## src/rtl/scanline_irq_pkg.sv

```systemverilog
package scanline_irq_pkg;
  typedef enum logic [1:0] {
    SEL_RELOAD  = 2'd0,
    SEL_CLEAR   = 2'd1,
    SEL_DISABLE = 2'd2,
    SEL_ENABLE  = 2'd3
  } irq_sel_e;
endpackage

```

## src/rtl/a12_edge_filter.sv

```systemverilog
module a12_edge_filter #(
  parameter int SYNC_STAGES = 2,
  parameter int LOW_MIN     = 4
) (
  input  logic clk,
  input  logic rst_n,
  input  logic a12_in,
  output logic rise_o
);
  localparam int LW = $clog2(LOW_MIN + 1);
  localparam logic [LW-1:0] LOW_SAT = LW'(LOW_MIN);

  logic [SYNC_STAGES-1:0] sync_q;
  logic                   prev_q;
  logic [LW-1:0]          low_q, low_d;
  logic                   a12_s;

  genvar g;
  generate
    for (g = 0; g < SYNC_STAGES; g++) begin : g_sync
      if (g == 0) begin : g_first
        always_ff @(posedge clk or negedge rst_n)
          if (!rst_n) sync_q[g] <= 1'b0;
          else        sync_q[g] <= a12_in;
      end else begin : g_rest
        always_ff @(posedge clk or negedge rst_n)
          if (!rst_n) sync_q[g] <= 1'b0;
          else        sync_q[g] <= sync_q[g-1];
      end
    end
  endgenerate

  assign a12_s = sync_q[SYNC_STAGES-1];

  always_comb begin
    low_d = low_q;
    if (a12_s)                low_d = '0;
    else if (low_q != LOW_SAT) low_d = low_q + 1'b1;
  end

  always_ff @(posedge clk or negedge rst_n)
    if (!rst_n) begin
      prev_q <= 1'b0;
      low_q  <= '0;
    end else begin
      prev_q <= a12_s;
      low_q  <= low_d;
    end

  assign rise_o = a12_s && !prev_q && (low_q == LOW_SAT);

  // an accepted edge is a single-cycle pulse
  assert_single_pulse_R10: assert property (@(posedge clk) disable iff (!rst_n)
    rise_o |=> !rise_o);
endmodule

```

## src/rtl/irq_fire_rule.sv

```systemverilog
module irq_fire_rule #(
  parameter int CNT_W = 8
) (
  input  logic [CNT_W-1:0] cnt_before,
  input  logic [CNT_W-1:0] cnt_after,
  input  logic             pend,
  input  logic             enabled,
  input  logic             alt_mode,
  output logic             fire_o
);
  logic hit_zero;
  logic alt_ok;

  assign hit_zero = (cnt_after == '0);
  assign alt_ok   = (cnt_before != '0) || pend;
  assign fire_o   = hit_zero && enabled && (!alt_mode || alt_ok);
endmodule

```

## src/rtl/irq_down_counter.sv

```systemverilog
module irq_down_counter
  import scanline_irq_pkg::*;
#(
  parameter int CNT_W = 8
) (
  input  logic             clk,
  input  logic             rst_n,
  input  logic             wr_en,
  input  logic [1:0]       wr_sel,
  input  logic [CNT_W-1:0] wr_data,
  input  logic             alt_mode,
  input  logic             edge_i,
  output logic             irq_o
);
  logic [CNT_W-1:0] cnt_q, cnt_d, rld_q, rld_d, step_val;
  logic             en_q, en_d, pend_q, pend_d, irq_q, irq_d;
  logic             fire;
  irq_sel_e         sel;

  assign sel      = irq_sel_e'(wr_sel);
  assign step_val = ((cnt_q == '0) || pend_q) ? rld_q : cnt_q - 1'b1;

  irq_fire_rule #(.CNT_W(CNT_W)) i_rule (
    .cnt_before (cnt_q),
    .cnt_after  (step_val),
    .pend       (pend_q),
    .enabled    (en_q),
    .alt_mode   (alt_mode),
    .fire_o     (fire)
  );

  always_comb begin
    cnt_d  = cnt_q;
    rld_d  = rld_q;
    en_d   = en_q;
    pend_d = pend_q;
    irq_d  = irq_q;
    if (edge_i) begin
      cnt_d  = step_val;
      pend_d = 1'b0;
      if (fire) irq_d = 1'b1;
    end
    if (wr_en) begin
      unique case (sel)
        SEL_RELOAD:  rld_d = wr_data;
        SEL_CLEAR: begin
          cnt_d = '0;
          if (alt_mode) pend_d = 1'b1;
        end
        SEL_DISABLE: begin
          en_d  = 1'b0;
          irq_d = 1'b0;
        end
        SEL_ENABLE:  en_d = 1'b1;
        default: ;
      endcase
    end
  end

  always_ff @(posedge clk or negedge rst_n)
    if (!rst_n) begin
      cnt_q  <= '0;
      rld_q  <= '1;
      en_q   <= 1'b0;
      pend_q <= 1'b0;
      irq_q  <= 1'b0;
    end else begin
      cnt_q  <= cnt_d;
      rld_q  <= rld_d;
      en_q   <= en_d;
      pend_q <= pend_d;
      irq_q  <= irq_d;
    end

  assign irq_o = irq_q;

  assert_ack_drops_irq_R3: assert property (@(posedge clk) disable iff (!rst_n)
    (wr_en && wr_sel == 2'd2) |=> !irq_q);
  assert_clear_zeroes_R2: assert property (@(posedge clk) disable iff (!rst_n)
    (wr_en && wr_sel == 2'd1) |=> (cnt_q == '0));
  assert_irq_sticky_R8: assert property (@(posedge clk) disable iff (!rst_n)
    (irq_q && !(wr_en && wr_sel == 2'd2)) |=> irq_q);
  assert_irq_needs_edge_R5: assert property (@(posedge clk) disable iff (!rst_n)
    (!irq_q && !edge_i) |=> !irq_q);
  assert_disabled_silent_R11: assert property (@(posedge clk) disable iff (!rst_n)
    (!en_q && !irq_q) |=> !irq_q);
  assert_pend_consumed_R5: assert property (@(posedge clk) disable iff (!rst_n)
    (edge_i && !(wr_en && wr_sel == 2'd1)) |=> !pend_q);
endmodule

```

## src/rtl/scanline_irq_counter.sv

```systemverilog
module scanline_irq_counter #(
  parameter int CNT_W       = 8,
  parameter int LOW_MIN     = 4,
  parameter int SYNC_STAGES = 2
) (
  input  logic             clk,
  input  logic             rst_n,
  input  logic             wr_en,
  input  logic [1:0]       wr_sel,
  input  logic [CNT_W-1:0] wr_data,
  input  logic             a12_in,
  input  logic             alt_mode,
  output logic             irq_o
);
  logic [1:0] rst_sync_q;
  logic       rst_int_n;
  logic       a12_rise;

  always_ff @(posedge clk or negedge rst_n)
    if (!rst_n) rst_sync_q <= 2'b00;
    else        rst_sync_q <= {rst_sync_q[0], 1'b1};

  assign rst_int_n = rst_sync_q[1];

  a12_edge_filter #(.SYNC_STAGES(SYNC_STAGES), .LOW_MIN(LOW_MIN)) i_filter (
    .clk    (clk),
    .rst_n  (rst_int_n),
    .a12_in (a12_in),
    .rise_o (a12_rise)
  );

  irq_down_counter #(.CNT_W(CNT_W)) i_counter (
    .clk      (clk),
    .rst_n    (rst_int_n),
    .wr_en    (wr_en),
    .wr_sel   (wr_sel),
    .wr_data  (wr_data),
    .alt_mode (alt_mode),
    .edge_i   (a12_rise),
    .irq_o    (irq_o)
  );

  // request is low while held in reset
  assert_reset_quiet_R9: assert property (@(posedge clk)
    !rst_int_n |-> !irq_o);
endmodule

```

## config.mk

```make
export PLATFORM = sky130hd
export DESIGN_NAME = scanline_irq_counter
export DESIGN_NICKNAME = d
export VERILOG_FILES = /design/src/rtl/scanline_irq_pkg.sv /design/src/rtl/a12_edge_filter.sv /design/src/rtl/irq_fire_rule.sv /design/src/rtl/irq_down_counter.sv /design/src/rtl/scanline_irq_counter.sv
export SDC_FILE = /design/constraint.sdc
export NUM_CORES = 1
export LEC_CHECK = 0
export CAP_MARGIN = 20
export CORE_AREA = 2 2 55 57
export DETAILED_ROUTE_END_ITERATION = 7
export DIE_AREA = 0 0 57 59
export PLACE_DENSITY = 0.77
export SKIP_LAST_GASP = 1
export SLEW_MARGIN = 20
export SYNTH_ARGS = -nofsm -noshare
export SYNTH_HDL_FRONTEND = slang
export SYNTH_SLANG_ARGS = --single-unit
```

## constraint.sdc

```tcl
create_clock -name clk -period 0.93 [get_ports clk]
set_input_delay 0.1395 -clock clk [delete_from_list [all_inputs] [get_ports clk]]
set_output_delay 0.1395 -clock clk [all_outputs]
set_load 0.005 [all_outputs]
```

Word-level counts from Yosys, hierarchy flattened
Cells that the tools add are included.

operators by class
  $add $sub $neg = 2
  equal/unequal tests = 5
  multiplexer cells = 15
  reductions and logical operators = 17

operators by type and width
  kind                                              count
  two-way mux 8 bit                                 4
  logical NOT 8 bit                                 2
  two-way mux 1 bit                                 8
  nonzero test 8 bit                                1
  subtractor 8 x 1 -> 8 bit, second input constant  1
  two-way mux 3 bit                                 2
  == test 2 bit, second input constant              2
  logical AND 1 bit                                 4
  AND reduction 2 bit                               2
  nonzero test 2 bit                                2
  adder 3 x 1 -> 3 bit, second input constant       1
  == test 3 bit, second input constant              1
  logical OR 1 bit                                  3
  != test 3 bit, second input constant              1
  == test 2 x 1 -> 1 bit, second input constant     1
  logical NOT 1 bit                                 2
  logical NOT 2 bit                                 1
  one-hot mux 1 bit (2 select lines)                1

storage, ports and cells
  bits in registers = 27
  input port bits = 15
  output and inout bits = 1
  logic and storage cells = 49

Logic depth before layout (Yosys ltp)
  depth after elaboration = 10
  gate-level depth with buffers = 8
  gate-level depth less buffers = 7

Modules after synthesis
Synthesis repeated with hierarchy kept, for this count alone.

unflattened totals
  cells, all modules = 153
  area total of the unflattened synthesis = 1569.0 µm²

by module, submodules not included
  module                times used  cells an instance  area each (µm²)  seq. area each (µm²)
  irq_down_counter      1           122                1207.4           485.5
  a12_edge_filter       1           20                 254.0            150.1
  irq_fire_rule         1           8                  53.8             0.0
  scanline_irq_counter  1           3                  53.8             50.0

Worst setup path before layout
Ideal clock, no wire load.

  path kind = reg2reg
  start point = register i_counter.cnt_q[0]
  end point = register i_counter.cnt_q[2]
  library setup time = 0.130 ns
  arrival = 1.688 ns
  data required time = 0.800 ns
  path slack = -0.888 ns
  stages on the path, launching flop included = 8
  buffers on the path = 0
  clock period less this slack = 1.818 ns
  cell sequence = dfrtp_1 > inv_1 > ha_1 > nor4b_4 > a21oi_2 > mux2_1 > a22oi_1 > nor2_1

between the ends
  word-level cells in the longest chain between the ends = 6
  elaborated cells on any way between the ends = 7
  those cells by class = add/sub (1); mux (4); reduce/logical (2)

ends and longest elaborated chain
  element                                                            line                    RTL
  start: declaration                                                 irq_down_counter.sv:15  logic [CNT_W-1:0] cnt_q, cnt_d, rld_q, rld_d, step_val;
  start signal: assignment                                           irq_down_counter.sv:68  cnt_q <= cnt_d;
  branches (longest 2 deep; another with subtractor 8 x 1 -> 8 bit)  n/a
  two-way mux 8 bit *                                                irq_down_counter.sv:21  assign step_val = ((cnt_q == '0) || pend_q) ? rld_q : cnt_q - 1'b1;
  two-way mux 8 bit *                                                irq_down_counter.sv:38  if (edge_i) begin
  two-way mux 8 bit                                                  irq_down_counter.sv:44  unique case (sel)
  two-way mux 8 bit *                                                irq_down_counter.sv:43  if (wr_en) begin
  net i_counter.cnt_d[2]                                             irq_down_counter.sv:15

Mark *: on every way through the listed nets, which the timed path passes.
A chain may end at the register's enable or synchronous reset.

Worst setup path in the final report
Same ends and word-level chain as after synthesis.

==> metrics.txt <==
status=complete, but fails checks; failing checks=setup timing; Fin. Hold Viols=0; Cell Pwr Density=1735 nW/um^2; Buf/Inv on CP=2; FF-to-FF setup slack=-0.88 ns; largest net degree at the start of global routing=26; Req. time, crit path=1.17 ns; worst hold start=a12_in; slowest cell on the critical path=dfrtp_1; standard-cell rows=19; Synth Net Count=155; skew final=0.01309 ns; Worst setup SP type=flip-flop; cell taking the most area after synthesis=dfrtp_1; Design Area, Final=2201 sq um; final antenna-violating net count=0; number of antenna violations at the first check in global routing=0; worst reg2reg startpoint=i_counter.cnt_q[0]; CTS tree=built; Post-DP Area=1891 sq um; Max clock buf depth=2; via density per instance=6.149; drt first pass iters=4; R2R cell count=8; Synth Instances=136; asr flop ratio synth=1.000; Worst Hold End=i_filter.sync_q[0]; Max Clk Rate=551.1 MHz; Setup WS pre-CTS=-0.9078 ns; final critical-path share of the clock period=1.951; Worst-Skew Late Latency=0.35 ns; Worst Setup SP=i_counter.cnt_q[0]; Worst path max stage delay=0.40 ns; synth-to-layout area growth=52.96%; aggregate routed wire length=4521 um; register area share after synthesis=0.4765; root buf cell=clkbuf_4; hpwl dp=2510 um; Syn Area/Cell=10.58 sq um; # port buffers=15; Crit path max-delay family=flip-flops; initial drt markers=72; Yosys warning count=0; core box area=2710 sq um; Critical Path End Type=flip-flop; Worst R2R End=i_counter.cnt_q[2]; GR Overflow Total=0; Tmin final=1.815 ns; most common cell in the netlist=dfrtp_1; top-area cell type share of the netlist area=0.3304; main flop type after synthesis=dfrtp_1; Worst Hold Class=input port to flip-flop; nets=217; Synth area leaders=dfrtp_1 (33%), dfstp_2 (15%), mux2_2 (7.0%); Routed WL per cell=19.83 um; Final setup viols=14; Synth top cells by count=dfrtp_1 (19), nand2_1 (10), mux2_2 (9), nor2_1 (9); Worst-path clk slew=0.16 ns; Pins Over Slew Limit=0; RSZ-0062 raised after global routing=true; Placer Congestion=0.8815; Setup CP Type=flip-flop to flip-flop; worst hold path cell count=1; total die area=3363 sq um; Crit path arrival time=2.05 ns; cell breakdown of the critical path=inv_2 -> ha_4 -> nor4b_4 -> buf_4 -> a21oi_4 -> mux2_4 -> a22oi_2 -> nor2_1; die width=57 um; htree depth=1; maximum fanout along the worst path=5; Yosys reg bits=27; n_diodes=0; Setup WS post-layout=-0.8847 ns; EDFF count, synth=0; Util after Layout=0.8121; maximum VDD drop=1787 uV; Initial Util=0.5309; layout cells sized above 1=0.5330; Mapped Area=1439 sq um; # DRC=0; Max Cap Violations=0; Via Count=1402; first-pass GRT wire length=6244 um; P_leak=0.9517 nW; cts bufs inserted=3; vias in the first global route=1332; I/O pin cnt=16; gr usage total=0.2450; die height=59 um; Sink Count=27; synth unique cells=45
## cell type report
class / instances / area [sq um]
Timing Repair Buffer: 63 / 531.8
Multi-Input combinational cell: 98 / 895.9
Inverter: 5 / 18.77
Clock inverter: 1 / 7.507
Tap cell: 31 / 38.79
Sequential cell: 27 / 685.7
Fill cell: 145 / 509.2
Clock buffer: 3 / 22.52
## worst max path at each step
stage,to,slack (ns),depth (start not counted)
2_1_floorplan,i_counter.cnt_q[2],-0.84,7
3_3_place_gp,i_counter.irq_o,-0.82,8
3_5_place_dp,i_counter.cnt_q[7],-0.91,7
4_1_cts,i_counter.cnt_q[7],-0.85,7
5_1_grt,i_counter.cnt_q[2],-0.95,8
6_report,i_counter.cnt_q[2],-0.88,8
## layer usage
layer  GRT usage  vias up  wire, um
met4      0.1096        0        95
met2      0.4122       80      2310
met1      0.3314      693      1841
li1            -      618         -
met3     0.01310       11       274
met5           0        -         0
## cell families after synthesis
group / Yosys count / synth area share
AO/OA/AOI/OAI: 29 / 0.1313
XOR/XNOR: 4 / 0.02435
adder cells (fa/ha/maj): 4 / 0.03478
buffers and inverters: 11 / 0.03478
flip-flops: 27 / 0.4765
multiplexers: 12 / 0.09304
other: 1 / 0.002606
AND/OR/NAND/NOR: 48 / 0.2026
## power by group
group          total, mW  switching [mW]  internal (mW)
registers           1.51           0.143           1.37
logic               1.77           0.810          0.960
clock network      0.540           0.374          0.166
## per-stage QoR
step,std cells,hold WS (ns),setup TNS [ns],power [mW]
3_3_place_gp,210,0.2259,-11.89,2.687
2_1_floorplan,136,-0.1561,-6.624,2.202
6_report,228,0.2141,-8.821,3.819
5_1_grt,228,0.2019,-9.537,3.968
4_1_cts,222,0.2133,-8.295,3.456
3_5_place_dp,210,0.2286,-13.12,2.740
## worst register-to-register path, delay by kind of cell, from the launching register on
kind | cells | cell delay, ns
flops | 1 | 0.40
buf+inv | 2 | 0.23
simple gates | 2 | 0.19
fa+ha+maj | 1 | 0.16
mux | 1 | 0.34
compound gates | 2 | 0.40
## cells in the final DEF, fill, tap and decap left out, types with 3 or more instances in the layout
master / n
buf_4: 38
dfrtp_1: 19
clkdlybuf4s50_1: 11
mux2_2: 9
dfstp_2: 8
buf_6: 8
nand2_1: 7
nor2_1: 7
inv_2: 4
a21oi_2: 4
a21oi_1: 4
nand3_1: 3
nand4b_1: 3
o21ai_1: 3
nor3_2: 3
xor2_1: 3
ha_4: 3
clkbuf_4: 3
dlygate4sd2_1: 3
## sequential cells by signal (all words and copies together), names as in the netlist
| signal | cells |
|---|---|
| i_filter.prev_q | 1 |
| i_counter.irq_o | 1 |
| i_filter.a12_s | 1 |
| i_counter.cnt_q | 8 |
| i_filter.sync_q | 1 |
| i_counter.rld_q | 8 |
| i_counter.pend_q | 1 |
| rst_sync_q | 2 |
| i_counter.en_q | 1 |
| i_filter.low_q | 3 |
## what timing repair did
item	CTS	global route
cloned	1	0
setup endpoints to repair	22	14
hold buffers	1	0
pin swaps	14	8
endpoints found under the hold margin	2	0
buffers inserted	7	6
resized for setup	31	20
No activity file was read; power rests on OpenSTA's default activity.
